<file path="config.mk">
export PLATFORM = sky130hd
export DESIGN_NAME = pcseq_top
export DESIGN_NICKNAME = d
export VERILOG_FILES = /design/src/rtl/pcseq_pkg.sv /design/src/rtl/pcseq_cond.sv /design/src/rtl/pcseq_decode.sv /design/src/rtl/pcseq_penalty.sv /design/src/rtl/pcseq_top.sv
export SDC_FILE = /design/constraint.sdc
export NUM_CORES = 1
export LEC_CHECK = 0
export BUFFER_PORTS_ARGS = -buffer_cell sky130_fd_sc_hd__buf_2
export CAP_MARGIN = 20
export CORE_MARGIN = 10
export CORE_UTILIZATION = 44
export CTS_BUF_LIST = sky130_fd_sc_hd__clkbuf_8
export DETAILED_ROUTE_END_ITERATION = 10
export GPL_TIMING_DRIVEN = 0
export PLACE_DENSITY = 0.7
export SLEW_MARGIN = 30
export SYNTH_ARGS = -nofsm -noshare
export SYNTH_HDL_FRONTEND = slang
export SYNTH_HIERARCHICAL = 1
export SYNTH_SLANG_ARGS = --single-unit
</file>
<file path="constraint.sdc">
create_clock -name clk -period 8.9 [get_ports clk]
set_clock_uncertainty 0.2 [all_clocks]
set_input_delay 0.89 -clock clk [delete_from_list [all_inputs] [get_ports clk]]
set_output_delay 0.89 -clock clk [all_outputs]
set_load 0.05 [all_outputs]
</file>
<file path="src/rtl/pcseq_pkg.sv">
package pcseq_pkg;

  localparam int INSN_W   = 64;
  localparam int CC_W     = 4;
  localparam int NUM_BASE = 1 << (CC_W - 1);
  localparam int OFF_W    = 15;

  // field positions decoded by neighbouring stages
  localparam int TRAP_BIT = 63;
  localparam int FMT_LSB  = 60;
  localparam int ANN_LSB  = 57;
  localparam int RET_BIT  = 56;
  localparam int CC_LSB   = 49;

  typedef enum logic [2:0] {
    FMT_ALU_DT = 3'b000,
    FMT_BRANCH = 3'b001,
    FMT_JUMP   = 3'b010,
    FMT_LOADI  = 3'b011,
    FMT_RSV4   = 3'b100,
    FMT_CALLZ  = 3'b101,
    FMT_CALL   = 3'b110,
    FMT_RSV7   = 3'b111
  } fmt_e;

  typedef enum logic [1:0] {
    ANN_NONE     = 2'b00,
    ANN_IF_TRUE  = 2'b01,
    ANN_IF_FALSE = 2'b10,
    ANN_ALWAYS   = 2'b11
  } annul_e;

  typedef struct packed {
    logic n;
    logic z;
    logic v;
    logic c;
  } flags_t;

  typedef struct packed {
    fmt_e                fmt;
    logic                trap;
    logic                ctl;
    logic                ret;
    annul_e              ann;
    logic [CC_W-1:0]     cc;
    logic [OFF_W-1:0]    off;
  } dec_t;

  // even-numbered condition tests; odd codes are their complements
  function automatic logic [NUM_BASE-1:0] base_tests(flags_t f);
    logic [NUM_BASE-1:0] b;
    b    = '0;
    b[0] = 1'b0;
    b[1] = f.z;
    b[2] = f.z | (f.n ^ f.v);
    b[3] = f.n ^ f.v;
    b[4] = ~f.c | f.z;
    b[5] = f.c;
    b[6] = f.n;
    b[7] = f.v;
    return b;
  endfunction

  function automatic logic annul_eval(annul_e mode, logic hit);
    logic r;
    case (mode)
      ANN_IF_TRUE:  r = hit;
      ANN_IF_FALSE: r = ~hit;
      ANN_ALWAYS:   r = 1'b1;
      default:      r = 1'b0;
    endcase
    return r;
  endfunction

endpackage

</file>
<file path="src/rtl/pcseq_cond.sv">
module pcseq_cond
  import pcseq_pkg::*;
(
  input  logic [CC_W-1:0] code_i,
  input  flags_t          flags_i,
  output logic            hit_o
);

  logic [NUM_BASE-1:0]   base;
  logic [2*NUM_BASE-1:0] all_tests;

  always_comb base = base_tests(flags_i);

  for (genvar g = 0; g < NUM_BASE; g++) begin : g_pair
    assign all_tests[2*g]   = base[g];
    assign all_tests[2*g+1] = ~base[g];
  end

  assign hit_o = all_tests[code_i];

endmodule

</file>
<file path="src/rtl/pcseq_decode.sv">
module pcseq_decode
  import pcseq_pkg::*;
#(
  parameter int PC_W = 32
) (
  input  logic [INSN_W-1:0] instr_i,
  output dec_t              dec_o,
  output logic [PC_W-1:0]   jtgt_o
);

  logic unused_bits;

  always_comb begin
    dec_o.fmt  = fmt_e'(instr_i[FMT_LSB +: 3]);
    dec_o.trap = instr_i[TRAP_BIT];
    dec_o.ctl  = (dec_o.fmt == FMT_BRANCH) || (dec_o.fmt == FMT_JUMP) ||
                 (dec_o.fmt == FMT_LOADI);
    dec_o.ret  = instr_i[RET_BIT];
    dec_o.ann  = annul_e'(instr_i[ANN_LSB +: 2]);
    dec_o.cc   = instr_i[CC_LSB +: CC_W];
    dec_o.off  = instr_i[OFF_W-1:0];
  end

  // absolute target: all but the top address bit come from the instruction
  assign jtgt_o      = {1'b0, instr_i[PC_W-2:0]};
  assign unused_bits = ^instr_i;

endmodule

</file>
<file path="src/rtl/pcseq_penalty.sv">
module pcseq_penalty #(
  parameter int PC_W    = 32,
  parameter int PENALTY = 3
) (
  input  logic            clk,
  input  logic            rst_n,
  input  logic            start_i,
  input  logic [PC_W-1:0] tgt_i,
  output logic            busy_o,
  output logic            release_o,
  output logic [PC_W-1:0] tgt_o
);

  localparam int CNT_W = $clog2(PENALTY + 1);

  logic [CNT_W-1:0] cnt_q;
  logic [PC_W-1:0]  tgt_q;

  always_ff @(posedge clk) begin
    if (!rst_n) begin
      cnt_q <= '0;
      tgt_q <= '0;
    end else if (start_i) begin
      cnt_q <= CNT_W'(PENALTY);
      tgt_q <= tgt_i;
    end else if (cnt_q != '0) begin
      cnt_q <= cnt_q - CNT_W'(1);
    end
  end

  assign busy_o    = (cnt_q != '0);
  assign release_o = (cnt_q == CNT_W'(1));
  assign tgt_o     = tgt_q;

  // the last penalty cycle is followed by an idle sequencer
  assert_release_ends_R8: assert property (@(posedge clk) disable iff (!rst_n)
    release_o |=> !busy_o);

  // a new penalty never starts while one is running
  assert_start_idle_R9: assert property (@(posedge clk) disable iff (!rst_n)
    start_i |-> !busy_o);

  // a penalty only begins from a start request
  assert_busy_from_start_R8: assert property (@(posedge clk) disable iff (!rst_n)
    $rose(busy_o) |-> $past(start_i));

  // the held redirect target is stable across the penalty
  assert_tgt_stable_R8: assert property (@(posedge clk) disable iff (!rst_n)
    (busy_o && !start_i) |=> $stable(tgt_o));

endmodule

</file>
<file path="src/rtl/pcseq_top.sv">
module pcseq_top
  import pcseq_pkg::*;
#(
  parameter int          PC_W      = 32,
  parameter int          PENALTY   = 3,
  parameter int          INSN_STEP = 2,
  parameter int unsigned RESET_PC  = 0
) (
  input  logic              clk,
  input  logic              rst_n,
  input  logic              issue_i,
  input  logic [63:0]       instr_i,
  input  logic [3:0]        flags_i,
  input  logic [PC_W-1:0]   rpc_i,
  input  logic [PC_W-1:0]   trap_vec_i,
  input  logic              dt_fail_i,
  output logic [PC_W-1:0]   pc_o,
  output logic [PC_W-1:0]   next_pc_o,
  output logic              annul_o,
  output logic              wb_cancel_o,
  output logic              stall_o
);

  function automatic logic [PC_W-1:0] rel_target(logic [PC_W-1:0] base,
                                                 logic [OFF_W-1:0] off);
    return base + {{(PC_W-OFF_W){off[OFF_W-1]}}, off};
  endfunction

  dec_t            dec;
  logic [PC_W-1:0] jtgt;
  logic            cond_hit;
  logic            busy, release_now;
  logic [PC_W-1:0] held_tgt;
  logic [PC_W-1:0] pc_q;
  logic [PC_W-1:0] seq_pc, rel_pc;

  // named internal events
  logic issue_ok, trap_take, dt_trap, ret_taken, br_taken, jmp_taken;

  pcseq_decode #(.PC_W(PC_W)) u_decode (
    .instr_i (instr_i),
    .dec_o   (dec),
    .jtgt_o  (jtgt)
  );

  pcseq_cond u_cond (
    .code_i  (dec.cc),
    .flags_i (flags_t'(flags_i)),
    .hit_o   (cond_hit)
  );

  pcseq_penalty #(.PC_W(PC_W), .PENALTY(PENALTY)) u_penalty (
    .clk       (clk),
    .rst_n     (rst_n),
    .start_i   (dt_trap),
    .tgt_i     (rel_pc),
    .busy_o    (busy),
    .release_o (release_now),
    .tgt_o     (held_tgt)
  );

  assign seq_pc    = pc_q + PC_W'(INSN_STEP);
  assign rel_pc    = rel_target(pc_q, dec.off);

  assign issue_ok  = issue_i && !busy;
  assign trap_take = issue_ok && dec.trap;
  assign dt_trap   = issue_ok && !dec.trap && (dec.fmt == FMT_ALU_DT) && dt_fail_i;
  assign ret_taken = issue_ok && !dec.trap && dec.ctl && dec.ret && cond_hit;
  assign br_taken  = issue_ok && !dec.trap && (dec.fmt == FMT_BRANCH) && cond_hit && !ret_taken;
  assign jmp_taken = issue_ok && !dec.trap && (dec.fmt == FMT_JUMP) && cond_hit && !ret_taken;

  always_comb begin
    next_pc_o   = pc_q;
    annul_o     = 1'b0;
    wb_cancel_o = 1'b0;
    if (busy) begin
      if (release_now) next_pc_o = held_tgt;
    end else if (issue_i) begin
      if (trap_take) begin
        next_pc_o = trap_vec_i;
      end else if (dt_trap) begin
        wb_cancel_o = 1'b1;
      end else begin
        if (ret_taken)      next_pc_o = rpc_i;
        else if (br_taken)  next_pc_o = rel_pc;
        else if (jmp_taken) next_pc_o = jtgt;
        else                next_pc_o = seq_pc;
        if (dec.ctl) annul_o = annul_eval(dec.ann, cond_hit);
      end
    end
  end

  always_ff @(posedge clk) begin
    if (!rst_n) pc_q <= PC_W'(RESET_PC);
    else        pc_q <= next_pc_o;
  end

  assign pc_o    = pc_q;
  assign stall_o = busy;

  // trap bit vectors the PC
  assert_trap_vec_R7: assert property (@(posedge clk) disable iff (!rst_n)
    (issue_i && !stall_o && instr_i[63]) |=> (pc_o == $past(trap_vec_i)));

  // a taken return lands on the return address
  assert_ret_prio_R5: assert property (@(posedge clk) disable iff (!rst_n)
    ret_taken |=> (pc_o == $past(rpc_i)));

  // a cancelled write-back is followed by the stall
  assert_wbc_stall_R8: assert property (@(posedge clk) disable iff (!rst_n)
    wb_cancel_o |=> stall_o);

  // nothing is annulled or cancelled during the penalty
  assert_stall_quiet_R9: assert property (@(posedge clk) disable iff (!rst_n)
    stall_o |-> (!annul_o && !wb_cancel_o));

  // no issue, no stall: PC holds
  assert_idle_hold_R10: assert property (@(posedge clk) disable iff (!rst_n)
    (!issue_i && !stall_o) |=> $stable(pc_o));

  // annul only for the control formats
  assert_annul_fmt_R6: assert property (@(posedge clk) disable iff (!rst_n)
    annul_o |-> (instr_i[62:60] inside {3'b001, 3'b010, 3'b011}));

  // formats without control flow advance by one instruction
  assert_seq_step_R11: assert property (@(posedge clk) disable iff (!rst_n)
    (issue_i && !stall_o && !instr_i[63] && instr_i[62]) |=>
      (pc_o == $past(pc_o) + PC_W'(INSN_STEP)));

endmodule

</file>
**Yosys cells after proc, flatten, opt, wreduce, memory -nomap -nowiden**

Cells that the tools add are included.

- Add/subtract/negate cells: 3
- Magnitude comparators: 1
- Eq/ne operators: 7
- Muxes and demuxes: 22
- Bitwise logic cells: 11
- Reductions and logical operators: 22

Operators by type and width:

| operator | number |
|---|---|
| 32-bit two-way mux | 8 |
| 32-bit by 2-bit adder with 32-bit output (second input constant) | 1 |
| 32-bit adder | 1 |
| 1-bit logical AND | 14 |
| 1-bit two-way mux | 10 |
| 1-bit NOT | 8 |
| 3-bit by 2-bit == test with 1-bit output (second input constant) | 2 |
| 4-bit by 5-bit < comparator with 1-bit output (second input constant) | 1 |
| 1-bit binary-select mux with 4-bit select | 1 |
| 2-bit by 1-bit == test with 1-bit output (second input constant) | 2 |
| 2-bit == test (second input constant) | 2 |
| 2-bit two-way mux | 2 |
| 2-bit nonzero test | 2 |
| 3-bit by 1-bit == test with 1-bit output (second input constant) | 1 |
| 1-bit logical NOT | 3 |
| 3-bit logical NOT | 1 |
| 1-bit one-hot mux with 3 select lines | 1 |
| 1-bit logical OR | 2 |
| 1-bit OR | 2 |
| 2-bit by 1-bit subtractor with 2-bit output (second input constant) | 1 |
| 1-bit XOR | 1 |

- Register bits: 66
- Input bits: 136
- Output and inout bits: 67

**Logic depth before layout (Yosys ltp)**

- Depth after elaboration: 16
- Gate-level depth with buffers: 14

**Cells and area by module**

Netlist, hierarchy kept.

Modules (own cells, without submodules):

| module | times used | cells each | area each (µm²) |
|---|---|---|---|
| pcseq_top | 1 | 853 | 5959.5 |
| pcseq_penalty | 1 | 114 | 1353.8 |
| pcseq_decode | 1 | 60 | 449.2 |
| pcseq_cond | 1 | 10 | 76.3 |

**Least setup slack after synthesis**

OpenSTA, ideal clock, no wires.

- Path kind: input -> output
- Start: input instr_i[14]
- End: output next_pc_o[30]
- Data arrival time: 4.048 ns
- Data required time: 7.810 ns
- Path slack: 3.762 ns
- Cell stages on the path: 11
- Path buffers: 2
- Cell sequence: buf_4 -> ha_1 -> buf_4 -> and4_1 -> and4_4 -> nand3_4 -> a2111oi_4 -> nor3_1 -> or3_4 -> nor4b_1 -> nor3_1

- Longest elaborated chain between the ends: 7

Ends and longest elaborated chain:

| item | line | RTL |
|---|---|---|
| from (decl) | pcseq_top.sv:12 | `input logic [63:0] instr_i,` |
| 32-bit adder | pcseq_top.sv:26 | `return base + {{(PC_W-OFF_W){off[OFF_W-1]}}, off};` |
| 32-bit two-way mux | pcseq_top.sv:85 | `else if (br_taken) next_pc_o = rel_pc;` |
| 32-bit two-way mux | pcseq_top.sv:84 | `if (ret_taken) next_pc_o = rpc_i;` |
| 32-bit two-way mux | pcseq_top.sv:81 | `end else if (dt_trap) begin` |
| 32-bit two-way mux | pcseq_top.sv:79 | `if (trap_take) begin` |
| 32-bit two-way mux | pcseq_top.sv:78 | `end else if (issue_i) begin` |
| 32-bit two-way mux | pcseq_top.sv:76 | `if (busy) begin` |
| to (decl) | pcseq_top.sv:18 | `output logic [PC_W-1:0] next_pc_o,` |

Every way passes these cells.

**Worst setup path after layout**

- Start: input flags_i[0]
- End: output next_pc_o[13]

- Longest elaborated chain between the ends: 15

Ends and longest elaborated chain:

| item | line | RTL |
|---|---|---|
| from (decl) | pcseq_top.sv:13 | `input logic [3:0] flags_i,` |
| 1-bit NOT | pcseq_pkg.sv:58, pcseq_cond.sv:16 |  |
| 1-bit OR | pcseq_pkg.sv:58 | `b[4] = ~f.c \| f.z;` |
| 1-bit NOT | pcseq_cond.sv:16 | `assign all_tests[2*g+1] = ~base[g];` |
| 1-bit binary-select mux with 4-bit select * | pcseq_cond.sv:19 | `assign hit_o = all_tests[code_i];` |
| 1-bit two-way mux (not written as such) * | pcseq_cond.sv:19 |  |
| via cond_hit | pcseq_top.sv:31 | `logic cond_hit;` |
| 1-bit logical AND | pcseq_top.sv:68 | `assign ret_taken = issue_ok && !dec.trap && dec.ctl && dec.ret && cond_hit;` |
| 1-bit logical NOT | pcseq_top.sv:69, pcseq_top.sv:70 |  |
| 1-bit logical AND | pcseq_top.sv:70 | `assign jmp_taken = issue_ok && !dec.trap && (dec.fmt == FMT_JUMP) && cond_hit && !ret_taken;` |
| 32-bit two-way mux | pcseq_top.sv:86 | `else if (jmp_taken) next_pc_o = jtgt;` |
| 32-bit two-way mux | pcseq_top.sv:85 |  |
| 32-bit two-way mux * | pcseq_top.sv:84 |  |
| 32-bit two-way mux * | pcseq_top.sv:81 |  |
| 32-bit two-way mux * | pcseq_top.sv:79 |  |
| 32-bit two-way mux * | pcseq_top.sv:78 |  |
| 32-bit two-way mux * | pcseq_top.sv:76 |  |

The timed path passes the listed nets; every way through them passes the cells marked *. The select of a mux whose other input is x is not followed.

==> impl_metrics.json <==
{
  "crit_path_end_kind": "output port",
  "crit_path_max_fanout": 10,
  "drc": 0,
  "rows": 48,
  "drive_gt1_frac": 0.230,
  "via_per_inst": 6.37,
  "cts_tree": "done",
  "p_leak_nw": 3.84,
  "vdd_drop_max_mv": 0.218,
  "intPower_mw": 1.16,
  "synth_common_cells": "a21oi_1, nand2_1, dfxtp_1, nor2_1, buf_4",
  "synth_edf_count": 0,
  "vias": 9039,
  "wl_met1_mm": 15.2,
  "yosysTopAreaCell": "dfxtp_1",
  "finalHoldViolations": 0,
  "avgSynthCellArea_um2": 7.56,
  "slew_violations": 0,
  "cts_buffers": 9,
  "power_density_nw_per_um2": 319,
  "ys.flop_type": "dfxtp_1",
  "required_ps": 7810,
  "wl_met3_mm": 4.33,
  "dr_wl_met2_mm": 16.2,
  "start_kind": "primary input",
  "fillers": 1770,
  "p_seq_frac": 0.169,
  "cts_sinks": 66,
  "arrival_ps": 4550,
  "cts_buffer_depth": 2,
  "synth-seq-area-share": 0.169,
  "gp_congestion": 1.00,
  "top_layer": "met4",
  "ctsHoldBuffers": 0,
  "power_frac_comb": 0.723,
  "boundaryPins": 203,
  "sw_frac_of_total": 0.599,
  "portBuffers": 141,
  "path_clk_slew_ps": 90,
  "ys_async_sr_fraction": 0,
  "fp.dieH_um": 153,
  "synth_top_area_frac": 0.169,
  "drt_first_pass_iters": 5,
  "grt_max_degree": 19,
  "tns_ps": 0,
  "wirelength_mm": 37.1,
  "synth_warnings": 6,
  "clock_latency_ps": 390,
  "overflow": 0,
  "yosysMostFrequentCell": "a21oi_1",
  "syn_to_final_growth_pct": 15.5,
  "hold_path.class": "reg -> reg",
  "diodes": 0,
  "die_w_um": 153,
  "nets": 1360,
  "syn_area_um2": 7840,
  "register_area_um2": 1320,
  "hold_ws_ps": 327,
  "path_class": "in -> out",
  "synth.distinct_cells": 89,
  "cts_resized": 0,
  "switchingPower_mw": 1.73,
  "detail_route.wl_per_cell_um": 26.1,
  "setup_viol": 0,
  "synth.area.top_cells": "dfxtp_1, mux2i_1, buf_4",
  "synthesis.nets": 1208,
  "post-route-period-util": 0.634,
  "multi_input_area_um2": 5660,
  "antenna_found_initial": 0,
  "grt_pass1_wl_mm": 54.3,
  "detail-route-antenna-nets": 0,
  "pwr-share-clk": 0.108,
  "track_usage": 0.298,
  "worstMarginPinSlew_ps": 1070,
  "post_cts_buffers": 0,
  "grt_pass1_vias": 8529,
  "drt_iter0_markers": 1153,
  "rsz0062_at_grt": "no",
  "ys_ff_latch": 66,
  "fmax_mhz": 177,
  "slew_headroom": 0.282,
  "fp.dieArea_um2": 23600,
  "root_buffer": "clkbuf_8",
  "fin_crit_ps": 5640,
  "core-area_um2": 17400,
  "status": "completed",
  "syn_inst": 1037,
  "start_util": 0.452,
  "htreeDepth": 3,
  "drv_cap": 0,
  "dp_hpwl_mm": 28.4
}
[final timing paths]
kind                                          from                  to  slack (ps)  depth (start not counted)
worst min-delay path            u_penalty/tgt_o[0]  u_penalty/tgt_o[0]         330                          2
worst max register to register  u_penalty/cnt_q[0]            pc_o[16]        4870                         12
worst min register to register  u_penalty/tgt_o[0]  u_penalty/tgt_o[0]         330                          2
worst max-delay path                    flags_i[0]       next_pc_o[13]        3260                         12
[worst max-delay path: stages]
cell and delay, ps:
buf_2 110, nor3b_1 130, a211o_1 260, a31oi_1 220, xor2_1 350, nand4bb_1 240, nor3_1 320, buf_2 350
buf_1 710, a211oi_1 210, o31ai_1 420, buf_2 340
[layout by cell type (no fill, tap or decap), types with 26 or more instances in the layout]
cell / count
nand2_1: 79
mux2i_1: 57
nor2_1: 61
o21ai_0: 49
xor2_1: 29
buf_2: 159
nor2b_1: 43
dfxtp_1: 66
buf_4: 60
a21oi_1: 85
ha_1: 34
xnor2_1: 27
a211oi_1: 31
clkbuf_1: 32
and2_1: 26
[cell families after synthesis]
family                   after synthesis  synth area share
flip-flops                            66             0.169
buffers and inverters                150             0.111
AO/OA/AOI/OAI                        324             0.280
AND/OR/NAND/NOR                      337             0.232
adder cells (fa/ha/maj)               35            0.0568
multiplexers                          68            0.0886
XOR/XNOR                              56            0.0626
other                                  1          0.000478
[cell type report]
type / instances / area share
plain buffers: 126 / 0.0861
multi-input cells: 821 / 0.625
clock inverters: 7 / 0.0104
well taps: 225 / 0.0311
clock buffers: 9 / 0.0137
inverters: 24 / 0.00995
flip-flops and latches: 66 / 0.146
repair buffers: 141 / 0.0779
[power by group through the flow]
stage / registers (mW) / logic, mW / clock network, mW
2_1_floorplan: 0.628 / 1.34 / 0
3_3_place_gp: 0.490 / 2.04 / 0
3_5_place_dp: 0.491 / 2.04 / 0
4_1_cts: 0.484 / 2.05 / 0.307
5_1_grt: 0.497 / 2.22 / 0.320
6_report: 0.489 / 2.09 / 0.310
[through the flow]
stage	power (mW)	util	setup slack (ps)	cells	cell area [µm²]
2_1_floorplan	1.97	-	3760	1037	7840
3_3_place_gp	2.53	0.509	3450	1403	8830
3_5_place_dp	2.53	0.509	3440	1403	8840
4_1_cts	2.84	0.522	3430	1419	9050
5_1_grt	3.03	0.522	3100	1419	9050
6_report	2.89	0.522	3260	1419	9050
[per-layer routing]
| layer | track usage | vias up |
|---|---|---|
| met4 | 0.117 | 0 |
| li1 | - | 4086 |
| met1 | 0.385 | 4268 |
| met2 | 0.458 | 598 |
| met3 | 0.0828 | 87 |
| met5 | 0 | - |
[flip-flops by register name, indices dropped and copies added (netlist names)]
name,flops
u_penalty/cnt_q,2
u_penalty/tgt_o,32
pc_o,32
No activity file was read; power rests on OpenSTA's default activity.
